### config.mk
export PLATFORM = sky130hd
export DESIGN_NAME = status_service_req
export DESIGN_NICKNAME = d
export VERILOG_FILES = /design/src/rtl/stb_pkg.sv /design/src/rtl/sr_status_reg.sv /design/src/rtl/sr_enable_mask.sv /design/src/rtl/sr_request_gen.sv /design/src/rtl/status_service_req.sv
export SDC_FILE = /design/constraint.sdc
export NUM_CORES = 1
export LEC_CHECK = 0
export ABC_AREA = 1
export BUFFER_PORTS_ARGS = -buffer_cell sky130_fd_sc_hd__buf_4
export CORE_MARGIN = 8
export CORE_UTILIZATION = 42
export DETAILED_ROUTE_END_ITERATION = 10
export GPL_TIMING_DRIVEN = 0
export PLACE_DENSITY = 0.82
export SYNTH_ARGS = -nofsm -noshare
export SYNTH_HDL_FRONTEND = slang
export SYNTH_HIERARCHICAL = 1
export SYNTH_SLANG_ARGS = --single-unit
export TNS_END_PERCENT = 5
### constraint.sdc
create_clock -name clk -period 0.91 [get_ports clk]
set_input_delay 0 -clock clk [delete_from_list [all_inputs] [get_ports clk]]
set_output_delay 0 -clock clk [all_outputs]
set_load 0.01 [all_outputs]
### src/rtl/stb_pkg.sv
package stb_pkg;

    localparam int STB_W = 8;
    localparam int RQ_POS = 6;
    localparam logic [STB_W-1:0] SUM_MAP = 8'hBD;

    typedef logic [STB_W-1:0] stb_vec_t;

    typedef struct packed {
        logic pend;
        logic level;
    } req_flags_t;

    function automatic stb_vec_t place_flag(stb_vec_t stat, logic flag);
        stb_vec_t v;
        v = stat;
        v[RQ_POS] = flag;
        return v;
    endfunction

endpackage

### src/rtl/sr_status_reg.sv
module sr_status_reg #(
    parameter int W = stb_pkg::STB_W,
    parameter logic [W-1:0] MAP = stb_pkg::SUM_MAP
) (
    input  logic         clk,
    input  logic         rst,
    input  logic         clr,
    input  logic [W-1:0] summ_in,
    output logic [W-1:0] stat_q
);

    for (genvar i = 0; i < W; i++) begin : g_bit
        if (MAP[i]) begin : g_used
            logic q;
            always_ff @(posedge clk) begin
                if (rst || clr) q <= 1'b0;
                else            q <= summ_in[i];
            end
            assign stat_q[i] = q;
        end else begin : g_unused
            assign stat_q[i] = 1'b0;
        end
    end


    stat_clr_chk: assert property (@(posedge clk) disable iff (rst)
        clr |=> (stat_q == '0));

endmodule

### src/rtl/sr_enable_mask.sv
module sr_enable_mask #(
    parameter int W = stb_pkg::STB_W,
    parameter int RQ_POS = stb_pkg::RQ_POS
) (
    input  logic         clk,
    input  logic         rst,
    input  logic         we,
    input  logic [W-1:0] wdata,
    output logic [W-1:0] mask_q
);

    for (genvar i = 0; i < W; i++) begin : g_bit
        if (i != RQ_POS) begin : g_store
            logic q;
            always_ff @(posedge clk) begin
                if (rst)     q <= 1'b0;
                else if (we) q <= wdata[i];
            end
            assign mask_q[i] = q;
        end else begin : g_fixed
            assign mask_q[i] = 1'b0;
        end
    end


    mask_zero_chk: assert property (@(posedge clk) disable iff (rst)
        (we && wdata == '0) |=> (mask_q == '0));


    mask_hold_chk: assert property (@(posedge clk) disable iff (rst)
        !we |=> $stable(mask_q));

endmodule

### src/rtl/sr_request_gen.sv
module sr_request_gen #(
    parameter int W = stb_pkg::STB_W
) (
    input  logic         clk,
    input  logic         rst,
    input  logic         clr,
    input  logic         poll,
    input  logic [W-1:0] stat,
    input  logic [W-1:0] mask,
    output stb_pkg::req_flags_t flags
);

    logic [W-1:0] gated;
    logic [W-1:0] rise;
    logic         pend_q;

    for (genvar i = 0; i < W; i++) begin : g_edge
        logic prev;
        assign gated[i] = stat[i] & mask[i];
        always_ff @(posedge clk) begin
            if (rst || clr) prev <= 1'b0;
            else            prev <= gated[i];
        end
        assign rise[i] = gated[i] & ~prev;
    end

    always_ff @(posedge clk) begin
        if (rst || clr)  pend_q <= 1'b0;
        else if (|rise)  pend_q <= 1'b1;
        else if (poll)   pend_q <= 1'b0;
    end

    always_comb begin
        flags.level = |gated;
        flags.pend  = pend_q;
    end


    rise_sets_chk: assert property (@(posedge clk) disable iff (rst)
        ($rose(flags.level) && !clr) |=> flags.pend);


    poll_clears_chk: assert property (@(posedge clk) disable iff (rst)
        (poll && !clr && $stable(stat) && $stable(mask)) |=> !flags.pend);


    clr_drops_chk: assert property (@(posedge clk) disable iff (rst)
        clr |=> !flags.pend);

endmodule

### src/rtl/status_service_req.sv
module status_service_req (
    input  logic       clk,
    input  logic       rst,
    input  logic [7:0] summ_in,
    input  logic       mask_we,
    input  logic [7:0] mask_wdata,
    output logic [7:0] mask_rd,
    input  logic       clr_stat,
    input  logic       poll,
    output logic [7:0] stb_byte,
    output logic       mss,
    output logic       srq
);
    import stb_pkg::*;

    stb_vec_t   stat;
    stb_vec_t   mask;
    req_flags_t flags;

    sr_status_reg #(.W(STB_W), .MAP(SUM_MAP)) u_stat (
        .clk     (clk),
        .rst     (rst),
        .clr     (clr_stat),
        .summ_in (summ_in),
        .stat_q  (stat)
    );

    sr_enable_mask #(.W(STB_W), .RQ_POS(RQ_POS)) u_mask (
        .clk    (clk),
        .rst    (rst),
        .we     (mask_we),
        .wdata  (mask_wdata),
        .mask_q (mask)
    );

    sr_request_gen #(.W(STB_W)) u_req (
        .clk   (clk),
        .rst   (rst),
        .clr   (clr_stat),
        .poll  (poll),
        .stat  (stat),
        .mask  (mask),
        .flags (flags)
    );

    assign mask_rd  = mask;
    assign stb_byte = place_flag(stat, flags.pend);
    assign mss      = flags.level;
    assign srq      = flags.pend;


    masked_quiet_chk: assert property (@(posedge clk) disable iff (rst)
        (mask == '0 && !srq) |=> !srq);

endmodule

# Word-level counts from Yosys, hierarchy flattened
# Index checks and enable logic that the tools add are counted.
# classes
multipliers	0
reduce_logical	4
n_div	0
add_sub_neg	0
eq_ne	0
shift	0
magnitude_cmp	0
muxes	2
bitwise_logic	18
# ops
operator	n
$and A1 B1 Y1	12
$reduce_or A6 Y1	2
$not A1 Y1	6
$mux W1	2
$reduce_bool A2 Y1	1
$logic_or A1 B1 Y1	1
# totals
romBits	0
ram_bits	0
latch_bits	0
n_memories	0
word_cells	44
register_bits	20
out_inout_bits	18
inputBits	21

# Longest topological paths before layout
# logic_depth
depth_word	4
mapped_depth	7
mapped_depth_nobuf	7

# Hierarchy
# Netlist, hierarchy kept.
# by_module_without_submodules
module	instances	cells_each	area_each_um2	seq_area_each_um2
sr_request_gen	1	55	381.6	180.2
sr_enable_mask	1	53	350.3	140.1
sr_status_reg	1	30	262.8	120.1
status_service_req	1	1	7.5	0.0

# Least setup slack after synthesis
# No wires, ideal clock.
# synth_timing
path_type	register to register
startpoint	reg u_mask.g_bit[7].g_store.q
endpoint	reg u_req.pend_q
period_less_slack_ns	0.879
arrival_ns	0.770
n_path_buf	1
setup_time_ns	0.109
required_time_ns	0.801
path_slack_ns	0.031
stages_incl_launch_ff	8
cell_sequence	dfxtp_1 > buf_4 > nand3_1 > nand2_1 > nor2_1 > nand3_1 > nand2_1 > inv_1
# synth_via
elab_chain_cells	4
word_cells_on_any_way	5
classes_between	1 x mux; 2 x bitwise; 2 x reduce/logical
# synth_rtl
element	line_no	source
start: declaration	sr_enable_mask.sv:14	logic q;
start signal: assignment	sr_enable_mask.sv:17	else if (we) q <= wdata[i];
$and A1 B1 Y1 (*)	sr_request_gen.sv:19	assign gated[i] = stat[i] & mask[i];
$and A1 B1 Y1 (*)	sr_request_gen.sv:24	assign rise[i] = gated[i] & ~prev;
$reduce_or A6 Y1 (*)	sr_request_gen.sv:29	else if (|rise) pend_q <= 1'b1;
$mux W1 or $reduce_bool A2 Y1 (tied branches)	--	
end signal: assignment	sr_request_gen.sv:28	if (rst || clr) pend_q <= 1'b0;
end signal: assignment	sr_request_gen.sv:29	
end signal: assignment	sr_request_gen.sv:30	else if (poll) pend_q <= 1'b0;
end: declaration	sr_request_gen.sv:15	logic pend_q;
# Every way passes the cells marked *; elsewhere a longest branch is shown, timed or not.
# A chain may end at the register's enable or synchronous reset.

# Worst setup path after layout
# layout_timing
startpoint	reg u_mask.g_bit[3].g_store.q
endpoint	reg u_req.g_edge[3].prev
# layout_via
elab_chain_cells	1
# layout_rtl
element	line_no	source
start: declaration	sr_enable_mask.sv:14	
start signal: assignment	sr_enable_mask.sv:17	
$and A1 B1 Y1	sr_request_gen.sv:19	
end signal: assignment	sr_request_gen.sv:22	else prev <= gated[i];
end: declaration	sr_request_gen.sv:18	logic prev;
# Every way passes these cells.

==> results.md <==
* Result of the run: complete, but fails checks
* Violated checks: setup timing
* Die Span X at 64.85 um
* Switch share at 0.2528
* Clk network pwr share at 0.260
* Cell at the slowest stage of the critical path: sky130_fd_sc_hd__dfxtp_2
* Hold Violations, Final at 0
* Height of the chip at between 60 and 70 um
* Maximum clock insertion buffer count at 2
* Max-cap check violation count at 0
* Met1 global-route usage at 0.1141
* Detailed-route DRC error count at 0
* Number of warnings issued by yosys at 6
* Total track usage at 0.1337
* Global placement routability congestion at approximately 0.76
* Setup repair after global routing missed its margin: yes
* Final Power at between 0.002 and 0.0025 W
* Final number of setup-violating endpoints at 6
* Num Clock Sinks at 22
* Core Box Area at about 2200 um^2
* Initial drt markers at 35
* Number of buffers created by CTS at 3
* Fin nets at about 220
* Cell area after technology mapping at roughly 1000 um^2
* Share of power burned in registers at 0.512
* Largest stage delay, worst path at between 0.3 and 0.4 ns
* Area of the die at approximately 4200 um^2
* Area occupied by registers at 464.2 um^2
* Switching power of the nets at approximately 0.0005 W
* Fillcell total at 159
* Worst hold start: mask_wdata[2]
* Mapped Cells at between 100 and 150
* Clock input transition at the sequential cells of the worst setup and hold paths at ~0.12 ns
* Number of buffers inserted by port buffering at 33
* Total wirelength of the detailed-routed design at approximately 3.1 mm
* Number of detailed-route iterations in the first pass at 4
* Max Fanout on Critical Path at 2
* Reg-to-reg startpoint: u_mask/g_bit[3].g_store.q
* Worst setup startpoint: u_mask/g_bit[3].g_store.q
* Via density at between 4 and 5
* Buffers and inverters on the worst path at 6
* Maximum resistive drop on vdd at 0.0009828 V
* Register bit total from synthesis at 22
* Dominant delay contributor by cell family on the critical path: buffers and inverters
* M3 GR Usage at 0.04296
* Internal power summed over all cells at approximately 0.0015 W
* Arr. time, crit path at about 1.5 ns
* Initial standard-cell utilization of the core at 0.4487
* Shortest clock period the worst path allows after layout at ~1.2 ns
* Minimum hold slack at approximately 0.0074 ns
* Proportion of power drawn by combinational gates at 0.228
* Crit path kind: flip-flop to flip-flop
* Clk root buf: sky130_fd_sc_hd__clkbuf_4
* Via count of the first global-routing pass at 1057
* Wire per inst at roughly 14 um
* Overflow left after global routing at 0
* Pin count of the biggest net entering global routing at 13
* Clock tree from TritonCTS: yes
* Portion of the post-synthesis area used by sequential elements at 0.4395
* Count of standard-cell rows at 17
* Total number of vias at a little over 1000
* Leak pwr at 0.8502 nW
* Setup ws final at -0.3270 ns
* Type of element launching the critical path: flip-flop
* # H-tree levels at 1
* Worst min-delay path class: primary input to flip-flop
* Worst-Skew Late Latency at approximately 0.3 ns
* Power density cells at around 1300 nW/um^2
* Clock Skews at 0.007202 ns
* Post-synthesis area per instance at ~7 um^2
* I/O pins at 39
* Number of diodes at 0
* Cell breakdown of the critical path: nand2_2 -> buf_4 -> buf_6 -> buf_6 -> buf_6 -> buf_6 -> buf_6 -> nor2_2
* Synth unique cells at 14
* Busiest metal layer after global routing: met2
* Share of layout cells above drive strength 1 at 0.4667
* Initial antenna violation count at 0
* Kind of end point of the critical path: flip-flop
* Area growth from synthesis to layout at 61.67%
* Post-route fraction of the period consumed by the critical path at 1.359
* DP Wirelength at between 1.5 and 2 mm
* GR Util met2 at 0.2820
* Area of combinational cells with multiple inputs at ~340 um^2
* Max frequency at slightly above 0.8 GHz
* Max-slew violation count at 0
* Most used cell along the critical path: sky130_fd_sc_hd__buf_6
* Count of antenna-violating nets left after detailed routing at 0
* Global-route wire length before repair at between 4 and 5 mm
* Worst EP required at approximately 1.2 ns
[cell usage after synthesis, drive strengths merged]
master	n	area (um^2)
buf	19	146.4
nand3	6	30.03
nand2	28	122.6
nor2	35	146.4
or2	1	6.260
inv	24	90.09
dfxtp	22	440.4
nand4	2	12.51
conb	2	7.510
[kinds of logic after synthesis]
family | count (synthesis) | synth area share
and+or+nand+nor | 72 | 0.3171
other | 2 | 0.007493
buffers and inverters | 43 | 0.2360
DFF | 22 | 0.4394
[flip-flops by register name (all words and copies together) (netlist names)]
register,flops
u_req/pend_q,1
u_req/g_edge.prev,8
u_mask/g_bit.g_store.q,7
u_stat/g_bit.g_used.q,6
[worst min-delay path, cell delays in order]
cell                      delay [ns]
sky130_fd_sc_hd__buf_4          0.11
sky130_fd_sc_hd__inv_1          0.04
sky130_fd_sc_hd__nand2_1        0.04
sky130_fd_sc_hd__nand2_1        0.06
sky130_fd_sc_hd__nor2_1         0.04
[layout by cell type, fill, tap and decap left out, drive strengths merged]
cell / Yosys / layout
clkbuf: 0 / 4
nand3: 6 / 6
buf: 19 / 56
dfxtp: 22 / 22
nand4: 2 / 2
nor2: 35 / 35
or2: 1 / 1
conb: 2 / 3
dlygate4sd3: 0 / 14
nand2: 28 / 28
inv: 24 / 24
[area by class of cell]
| class | instances | area share |
|---|---|---|
| inverter | 24 | 0.05560 |
| tap | 28 | 0.02162 |
| multi-input combinational | 75 | 0.2124 |
| timing repair buffer | 63 | 0.3598 |
| sequential | 22 | 0.2865 |
| clock buffer | 4 | 0.02239 |
| buffer | 7 | 0.04170 |
[stage by stage]
stage | utilization | worst slack (ns) | area [um^2] | std cells | setup TNS, ns
floorplan | - | 0.03113 | 1006 | 140 | 0
global placement | 0.5770 | -0.05593 | 1289 | 201 | -0.07963
detailed placement | 0.5770 | -0.05767 | 1289 | 201 | -0.1031
CTS | 0.6924 | -0.2600 | 1546 | 221 | -0.6589
global route | 0.7255 | -0.3710 | 1620 | 223 | -1.173
finish | 0.7255 | -0.3270 | 1620 | 223 | -0.8452
[metal layers]
| metal | share of wire | up-vias | routed length (um) |
|---|---|---|---|
| li1 | - | 493 | - |
| met1 | 0.34 | 480 | 1043 |
| met2 | 0.56 | 45 | 1716 |
| met3 | 0.085 | 8 | 262 |
| met4 | 0.014 | 0 | 43 |
| met5 | 0 | - | 0 |
[timing repair]
item	in CTS	in global routing
hold buffers	14	0
buffers inserted	14	2
endpoints found under the hold margin	13	0
endpoints found under the setup margin	8	13
pin swaps	9	5
resized for setup	25	20
[final timing paths]
check                                            endpoint  cells after the start  slack [ns]
worst max register to register       u_req/g_edge[3].prev                      8       -0.33
worst min-delay path            u_mask/g_bit[2].g_store.q                      5       0.007
worst min register to register       u_req/g_edge[2].prev                      2        0.49
worst max-delay path                 u_req/g_edge[3].prev                      8       -0.33
[power by group through the flow]
stage          sequential [W]  clock, W  combinational [W]
6_report              0.00104  0.000527           0.000461
5_1_grt               0.00104  0.000574           0.000498
4_1_cts               0.00104  0.000537           0.000415
3_5_place_dp          0.00104         0           0.000370
3_3_place_gp          0.00104         0           0.000357
2_1_floorplan         0.00103         0           0.000214
Power figures use the tool's default switching activity.
